File: src/rtl/xcb_pkg.sv
package xcb_pkg;
  typedef enum logic [1:0] {
    BYTE_LO  = 2'd0,
    BYTE_MID = 2'd1,
    BYTE_HI  = 2'd2,
    BYTE_NONE = 2'd3
  } byte_sel_e;

  // smaller of two unsigned values
  function automatic logic [31:0] lesser(input logic [31:0] a, input logic [31:0] b);
    lesser = (a < b) ? a : b;
  endfunction

  // count of zero stands for a full 64K transfer
  function automatic logic [31:0] span_of(input logic [31:0] cnt);
    span_of = (cnt == 32'd0) ? 32'h0001_0000 : cnt;
  endfunction
endpackage

File: src/rtl/xcb_byte_reg.sv
module xcb_byte_reg #(
  parameter int BYTE_W = 8
) (
  input  logic              clk,
  input  logic              rst_n,
  input  logic              wr,
  input  logic [BYTE_W-1:0] wdata,
  input  logic              reload,
  input  logic              clear,
  output logic [BYTE_W-1:0] shadow,
  output logic [BYTE_W-1:0] live
);
  always_ff @(posedge clk) begin
    if (!rst_n) begin
      shadow <= '0;
      live   <= '0;
    end else begin
      if (wr) shadow <= wdata;
      if (clear)       live <= '0;
      else if (reload) live <= shadow;
    end
  end
endmodule

File: src/rtl/xcb_len_calc.sv
module xcb_len_calc #(
  parameter int COUNT_W    = 24,
  parameter int CMDBUF_SZ  = 32,
  localparam int LEN_W     = COUNT_W + 1
) (
  input  logic                    clk,
  input  logic                    rst_n,
  input  logic                    start,
  input  logic                    cmd_mode,
  input  logic [COUNT_W-1:0]      count,
  input  logic signed [LEN_W-1:0] pend,
  output logic [LEN_W-1:0]        len,
  output logic                    valid
);
  import xcb_pkg::*;

  function automatic logic [LEN_W-1:0] magnitude(input logic signed [LEN_W-1:0] v);
    magnitude = v[LEN_W-1] ? LEN_W'(-v) : LEN_W'(v);
  endfunction

  logic [31:0]      span_w;
  logic [31:0]      bound_w;
  logic [LEN_W-1:0] len_next;

  always_comb begin
    span_w   = span_of(32'(count));
    bound_w  = cmd_mode ? 32'(CMDBUF_SZ) : 32'(magnitude(pend));
    len_next = LEN_W'(lesser(span_w, bound_w));
  end

  always_ff @(posedge clk) begin
    if (!rst_n) begin
      len   <= '0;
      valid <= 1'b0;
    end else begin
      valid <= start;
      if (start) len <= len_next;
    end
  end
endmodule

File: src/rtl/xfer_count_bank.sv
module xfer_count_bank #(
  parameter int          BYTE_W    = 8,
  parameter int          NBYTES    = 3,
  parameter int          CMDBUF_SZ = 32,
  parameter logic [7:0]  CHIP_ID   = 8'h5A,
  localparam int         COUNT_W   = BYTE_W * NBYTES,
  localparam int         LEN_W     = COUNT_W + 1,
  localparam int         SEL_W     = (NBYTES > 1) ? $clog2(NBYTES + 1) : 1,
  localparam int         HI_IDX    = NBYTES - 1
) (
  input  logic                    clk,
  input  logic                    rst_n,
  input  logic                    wr_en,
  input  logic [SEL_W-1:0]        wr_sel,
  input  logic [BYTE_W-1:0]       wr_data,
  input  logic                    cmd_stb,
  input  logic                    cmd_dma,
  input  logic                    ti_stb,
  input  logic                    cmd_mode,
  input  logic signed [LEN_W-1:0] pend_size,
  input  logic                    done_stb,
  input  logic [SEL_W-1:0]        rd_sel,
  output logic [BYTE_W-1:0]       rd_data,
  output logic [LEN_W-1:0]        eff_len,
  output logic                    len_valid,
  output logic                    tc,
  output logic                    dma_mode
);
  // named internal events
  logic               reload_ev;
  logic               hi_write_ev;
  logic               hi_written;
  logic [COUNT_W-1:0] live_count;
  logic [COUNT_W-1:0] shadow_count;
  logic [BYTE_W-1:0]  live_b   [NBYTES];
  logic [BYTE_W-1:0]  shadow_b [NBYTES];

  assign reload_ev   = cmd_stb && cmd_dma;
  assign hi_write_ev = wr_en && (wr_sel == SEL_W'(HI_IDX));

  for (genvar i = 0; i < NBYTES; i++) begin : g_byte
    logic wr_hit;
    assign wr_hit = wr_en && (wr_sel == SEL_W'(i));
    xcb_byte_reg #(.BYTE_W(BYTE_W)) u_reg (
      .clk    (clk),
      .rst_n  (rst_n),
      .wr     (wr_hit),
      .wdata  (wr_data),
      .reload (reload_ev),
      .clear  (done_stb),
      .shadow (shadow_b[i]),
      .live   (live_b[i])
    );
    assign live_count[i*BYTE_W +: BYTE_W]   = live_b[i];
    assign shadow_count[i*BYTE_W +: BYTE_W] = shadow_b[i];
  end

  always_ff @(posedge clk) begin
    if (!rst_n) begin
      tc         <= 1'b0;
      dma_mode   <= 1'b0;
      hi_written <= 1'b0;
    end else begin
      if (done_stb)   tc <= 1'b1;
      else if (wr_en) tc <= 1'b0;
      if (cmd_stb) dma_mode <= cmd_dma;
      if (hi_write_ev) hi_written <= 1'b1;
    end
  end

  always_comb begin
    rd_data = '0;
    for (int k = 0; k < NBYTES; k++) begin
      if (rd_sel == SEL_W'(k)) rd_data = live_b[k];
    end
    if ((rd_sel == SEL_W'(HI_IDX)) && !hi_written) rd_data = BYTE_W'(CHIP_ID);
  end

  xcb_len_calc #(.COUNT_W(COUNT_W), .CMDBUF_SZ(CMDBUF_SZ)) u_len (
    .clk      (clk),
    .rst_n    (rst_n),
    .start    (ti_stb),
    .cmd_mode (cmd_mode),
    .count    (live_count),
    .pend     (pend_size),
    .len      (eff_len),
    .valid    (len_valid)
  );
endmodule

File: config.mk
export PLATFORM = sky130hd
export DESIGN_NAME = xfer_count_bank
export DESIGN_NICKNAME = d
export VERILOG_FILES = /design/src/rtl/xcb_pkg.sv /design/src/rtl/xcb_byte_reg.sv /design/src/rtl/xcb_len_calc.sv /design/src/rtl/xfer_count_bank.sv
export SDC_FILE = /design/constraint.sdc
export NUM_CORES = 1
export LEC_CHECK = 0
export CAP_MARGIN = 30
export CELL_PAD_IN_SITES_DETAIL_PLACEMENT = 0
export CELL_PAD_IN_SITES_GLOBAL_PLACEMENT = 1
export CORE_MARGIN = 2
export CORE_UTILIZATION = 36
export CTS_CLUSTER_SIZE = 30
export DETAILED_ROUTE_END_ITERATION = 12
export PLACE_DENSITY_LB_ADDON = 0.1
export SYNTH_ARGS = -nofsm -noshare
export SYNTH_HDL_FRONTEND = slang
export SYNTH_SLANG_ARGS = --single-unit
File: constraint.sdc
create_clock -name clk -period 4.6 [get_ports clk]
set_clock_uncertainty 0.05 [all_clocks]
set_input_delay 0.92 -clock clk [delete_from_list [all_inputs] [get_ports clk]]
set_output_delay 0.92 -clock clk [all_outputs]
set_load 0.02 [all_outputs]
* After elaboration in Yosys (flattened, before gate mapping)
Index checks and enable logic that the tools add are counted.
Word-level totals: register bits after elaboration 77, input bits 45, output and inout port bits 36, logic and storage cells 39
Cells by class: add/subtract/negate cells 1, $lt $le $gt $ge 1, equality and inequality tests 4, multiplexer cells 10, bitwise logic cells 1, reduce and logical (&&, ||, !) cells 11
Operators by type and width (number):
- two-way mux 25 bit | 3
- < comparator 32 bit | 1
- two-way mux 8 bit | 4
- negation 25 bit | 1
- logical NOT 24 bit | 1
- two-way mux 24 bit | 1
- logical AND 1 bit | 5
- equality test 2 x 1 -> 1 bit (second input constant) | 2
- equality test 2 bit (second input constant) | 2
- logical NOT 2 bit | 2
- two-way mux 1 bit | 2
- nonzero test 2 bit | 1
- OR reduction 2 bit | 1
- logical NOT 1 bit | 1
- NOT 1 bit | 1

* Longest topological paths before layout
Gate-level depths: netlist of the first run.
depth in word-level cells 5, depth in mapped cells 16, mapped depth without buffers 14

* Cells and area by module
Synthesis of the first run repeated with hierarchy kept, for this count alone.
Second synthesis, totals: cells, all modules 520, area, all modules 4544.4 um2
By module, submodules not included:
- xcb_len_calc | instances 1, cells an instance 327, area an instance 2431.1 um2, sequential area each 520.5 um2
- xcb_byte_reg | instances 3, cells an instance 52, area an instance 596.8 um2, sequential area each 320.3 um2
- xfer_count_bank | instances 1, cells an instance 37, area an instance 322.8 um2, sequential area each 60.1 um2

* Worst setup path after synthesis of the first run
OpenSTA, ideal clock, no wires.
path type in2reg, from input pend_size[5], to register u_len.len[10], library setup time 120 ps, arrival 4811 ps, required time 4430 ps, path slack -381 ps, cell stages on the path 16, buffers on the path 4, cell sequence or4_1 -> buf_2 -> or4b_4 -> buf_6 -> o21ai_0 -> xor2_1 -> or2_2 -> ha_1 -> nand4_1 -> nor3_1 -> a22oi_1 -> a2111oi_0 -> clkbuf_1 -> clkbuf_1 -> nor3b_1 -> o31a_1
On the way: cells in the longest elaborated chain, start to end 5
Ends and longest elaborated chain:
- start: declaration | line xfer_count_bank.sv:20 | input logic signed [LEN_W-1:0] pend_size,
- negation 25 bit | line xcb_len_calc.sv:18 | magnitude = v[LEN_W-1] ? LEN_W'(-v) : LEN_W'(v);
- two-way mux 25 bit (*) | line xcb_len_calc.sv:18
- two-way mux 25 bit (*) | line xcb_len_calc.sv:27 | bound_w = cmd_mode ? 32'(CMDBUF_SZ) : 32'(magnitude(pend));
- < comparator 32 bit | line xcb_pkg.sv:11 | lesser = (a < b) ? a : b;
- two-way mux 25 bit (*) | line xcb_pkg.sv:11
- end signal: assignment | line xcb_len_calc.sv:37 | if (start) len <= len_next;
- end: declaration | line xcb_len_calc.sv:12 | output logic [LEN_W-1:0] len,
Mark *: on every way between the ends. The rest lies on a longest branch, timed or not. A chain may end at the register's enable or synchronous reset.

* Worst setup path in the final report of the first run
from input pend_size[4], to register u_len.len[5]
Same word-level chain as after synthesis.

==> results of run 1 <==
## critical path, delay by kind of cell
| kind | cells | cell delay [ps] |
|---|---|---|
| AOI/OAI and AO/OA | 4 | 650 |
| buffers and inverters | 4 | 710 |
| adders and majority gates | 1 | 300 |
| and+or+nand+nor | 5 | 1800 |
| muxes | 1 | 300 |
## cell usage in the layout (no fill, tap or decap), drive strengths merged, types with 6 or more instances in the layout
cell and count:
ha 24, nor2b 36, o21ai 30, a31oi 6
or2 6, nor2 13, o31a 7, nand2 71
dfxtp 77, nand3b 14, mux2i 30, nor4 19
a21oi 44, xnor2 13, inv 8, nand4 7
a211oi 9, nor3b 8, o31ai 7, clkdlybuf4s50 75
clkbuf 11, buf 96, o21a 14
## final timing paths
check | startpoint | endpoint | slack [ps] | cells after the start
worst max-delay path | pend_size[4] | u_len.len[5] | 100 | 15
worst min-delay path | g_byte[2].u_reg.shadow[2] | g_byte[2].u_reg.live[2] | 400 | 2
worst max register to register | g_byte[1].u_reg.live[1] | u_len.len[5] | 1730 | 10
worst min register to register | g_byte[2].u_reg.shadow[2] | g_byte[2].u_reg.live[2] | 400 | 2
## repair_timing
action,CTS,global route
gates resized for setup,23,29
pin swaps,8,26
buffers inserted,17,12
gates cloned,1,0
endpoints found under the setup margin,24,24
## registers in the layout (all words and copies together), names as in the netlist
register             cells
g_byte.u_reg.live       24
u_len.valid              1
u_len.len               25
dma_mode                 1
g_byte.u_reg.shadow     24
hi_written               1
tc                       1
## power by group
part | switching, mW | total, mW | internal (mW)
clock | 0.278 | 0.803 | 0.525
sequential | 0.0150 | 0.705 | 0.690
combinational | 0.194 | 0.395 | 0.200
## stage by stage
step	instances	hold WS, ps	setup TNS [ps]
floorplan	569	381	0
global placement	826	393	-10900
detailed placement	826	396	-12670
CTS	858	404	0
global route	870	416	-8.34
finish	870	402	0
## final cells by class
cell class | instances | share of cell area, %
Clock buffer | 10 | 3.40
Clock inverter | 4 | 1.47
Inverter | 9 | 0.502
Multi-Input combinational cell | 422 | 45.6
Sequential cell | 77 | 22.9
Tap cell | 172 | 3.20
Timing Repair Buffer | 176 | 22.9
## synthesized netlist by cell type (3+ instances only)
cell       count  area share [%]
inv_1          8            0.64
nand2_1       71             5.7
a221o_1        3            0.64
or3_1          3            0.40
nand3b_1      14             2.3
nor4_1        19             2.5
o21a_1        14             2.3
clkbuf_1      57             4.6
or4_1          4            0.64
xnor2_1       13             2.4
o31ai_1        6            0.96
o21ai_0       28             3.0
ha_1          24             6.4
o311a_1        3            0.64
nand2b_1       4            0.54
nand4_1        7            0.94
nor3_1         3            0.32
a211oi_1       9             1.4
nor2_1        13             1.0
o41ai_1        4            0.75
xor2_1         3            0.56
and2_1         5            0.67
or2_2          6            0.80
a31oi_1        6            0.80
nor2b_1       36             4.8
a21o_1         3            0.48
o31a_1         7             1.3
o2111a_1       3            0.72
o2111ai_1      3            0.56
nor3b_1        8             1.3
dfxtp_1       77              33
a21oi_1       44             4.7
mux2i_1       30             6.4
## cells by family after synthesis
family	Yosys count	share of synthesized area (%)
xor+xnor	16	3.00
buf+inv	70	5.81
compound gates	150	21.7
simple gates	202	23.7
mux	30	6.43
flops	77	33.0
fa+ha+maj	24	6.43
## metal layers
metal	track usage (%)	vias to the layer above
met5	0	-
met4	7.98	0
met3	4.17	25
met2	37.0	121
met1	28.3	2234
li1	-	2302
==> qor.txt, run 1 <==
Status: completed
Antenna violations before repair: 0
Total die area: 0.0139 mm2
Design area: 0.00673 mm2
Top Layer Used: met4
I/O Buffers: 80
CP Launch Type: input port
Drt drc: 0
Routed Antenna Nets: 0
Layout filler cell count: 1251
Largest net degree at the start of global routing: 50
Distinct cells, synth: 56
Share of layout cells above drive strength 1: 21.3%
Starting Density: 37.0%
Wire per inst: 17.7 um
Wirelength, routed: 15.4 mm
Crit. End Element: flop
Diode count: 0
DP HPWL: 10.9 mm
Static leakage: 2.62 nW
Critical path data required time: 4780 ps
Clock Tree Buf Depth: 2
Area occupied by registers: 0.00154 mm2
CP peak stage delay: 550 ps
HP Class: reg2reg
Multi-input logic area: 0.00307 mm2
Max-Slew Margin vs Limit: 37.1%
Place WS: -618 ps
# IOs: 81
CTS buffer count: 9
Clk Tree Root Cell: clkbuf_16
GRT Total Usage: 22.1%
Post-route core utilization: 53.4%
Sequential area share after synthesis: 33.0%
Met3 wire len: 664 um
Vias/cell: 5.38
CTS tree: built
Peak supply drop: 0.000164 V
Mapped Nets: 638
GR Overflow Total: 0
Most used cell, CP: buf_4
Fin. Hold Viols: 0
Ys Warns: 0
CP Max Fanout: 5
Routed vias: 4682
Area grow syn2layout: 44.2%
Max-slew violations: 0
Core Footprint: 0.0126 mm2
Synth Cell Area: 0.00467 mm2
CTS Hold Bufs: 0
First-pass GRT wire length: 24.6 mm
Die Wd: 118 um
Area of placed instances: 0.00597 mm2
Initial DRC count: 284
FP Rows: 41
Post-synth EDFFs: 0
Via count of the first global-routing pass: 4677
Syn Area/Cell: 8.21 um2
Die H: 118 um
Slew at the pin closest to its max-slew limit: 935 ps
Worst Path Arrival: 4680 ps
Clock Sinks: 77
CP Cell Sequence: clkdlybuf4s15_1 -> or4_4 -> or4b_4 -> buf_4 -> o21ai_2 -> mux2i_2 -> ha_1 -> nand4_1 -> nor2_1 -> a22oi_2 -> a2111oi_4 -> buf_4 -> buf_4 -> or4b_4 -> o311ai_1
Fmax achieved: 222 MHz
Met1 WL: 6.97 mm
Detail Route met2 WL: 7.38 mm
Worst-path clk slew: 60 ps
Synthesized instance count: 569
Crit Path Class: in2reg
Fin crit period: 4500 ps
Top FF cell, synth: dfxtp_1
RD Place Congestion: 0.942
Final Cycle Share: 97.9%
Drt pass-1 iters: 5
CTS H-tree depth: 3
Yosys reg bits: 77
Endpoints failing setup: 0
Tot Pwr: 1.90 mW
Slowest-stage cell, CP: or4b_4
Max-cap viol count: 0
Final net count: 764
Worst-Skew Late Latency: 340 ps
Final Worst Setup Slack: 96.5 ps
FFs w/ async S/R, synth: 0%
PwrDens: 282 mW/mm2
Power figures use the tool's default switching activity.
==> inputs of run 2 (changes only) <==
Settings changed: CTS_CLUSTER_SIZE 30 to 8.
==> results of run 2 <==
The final DEF is identical to that of run 1; final timing and power are the same.
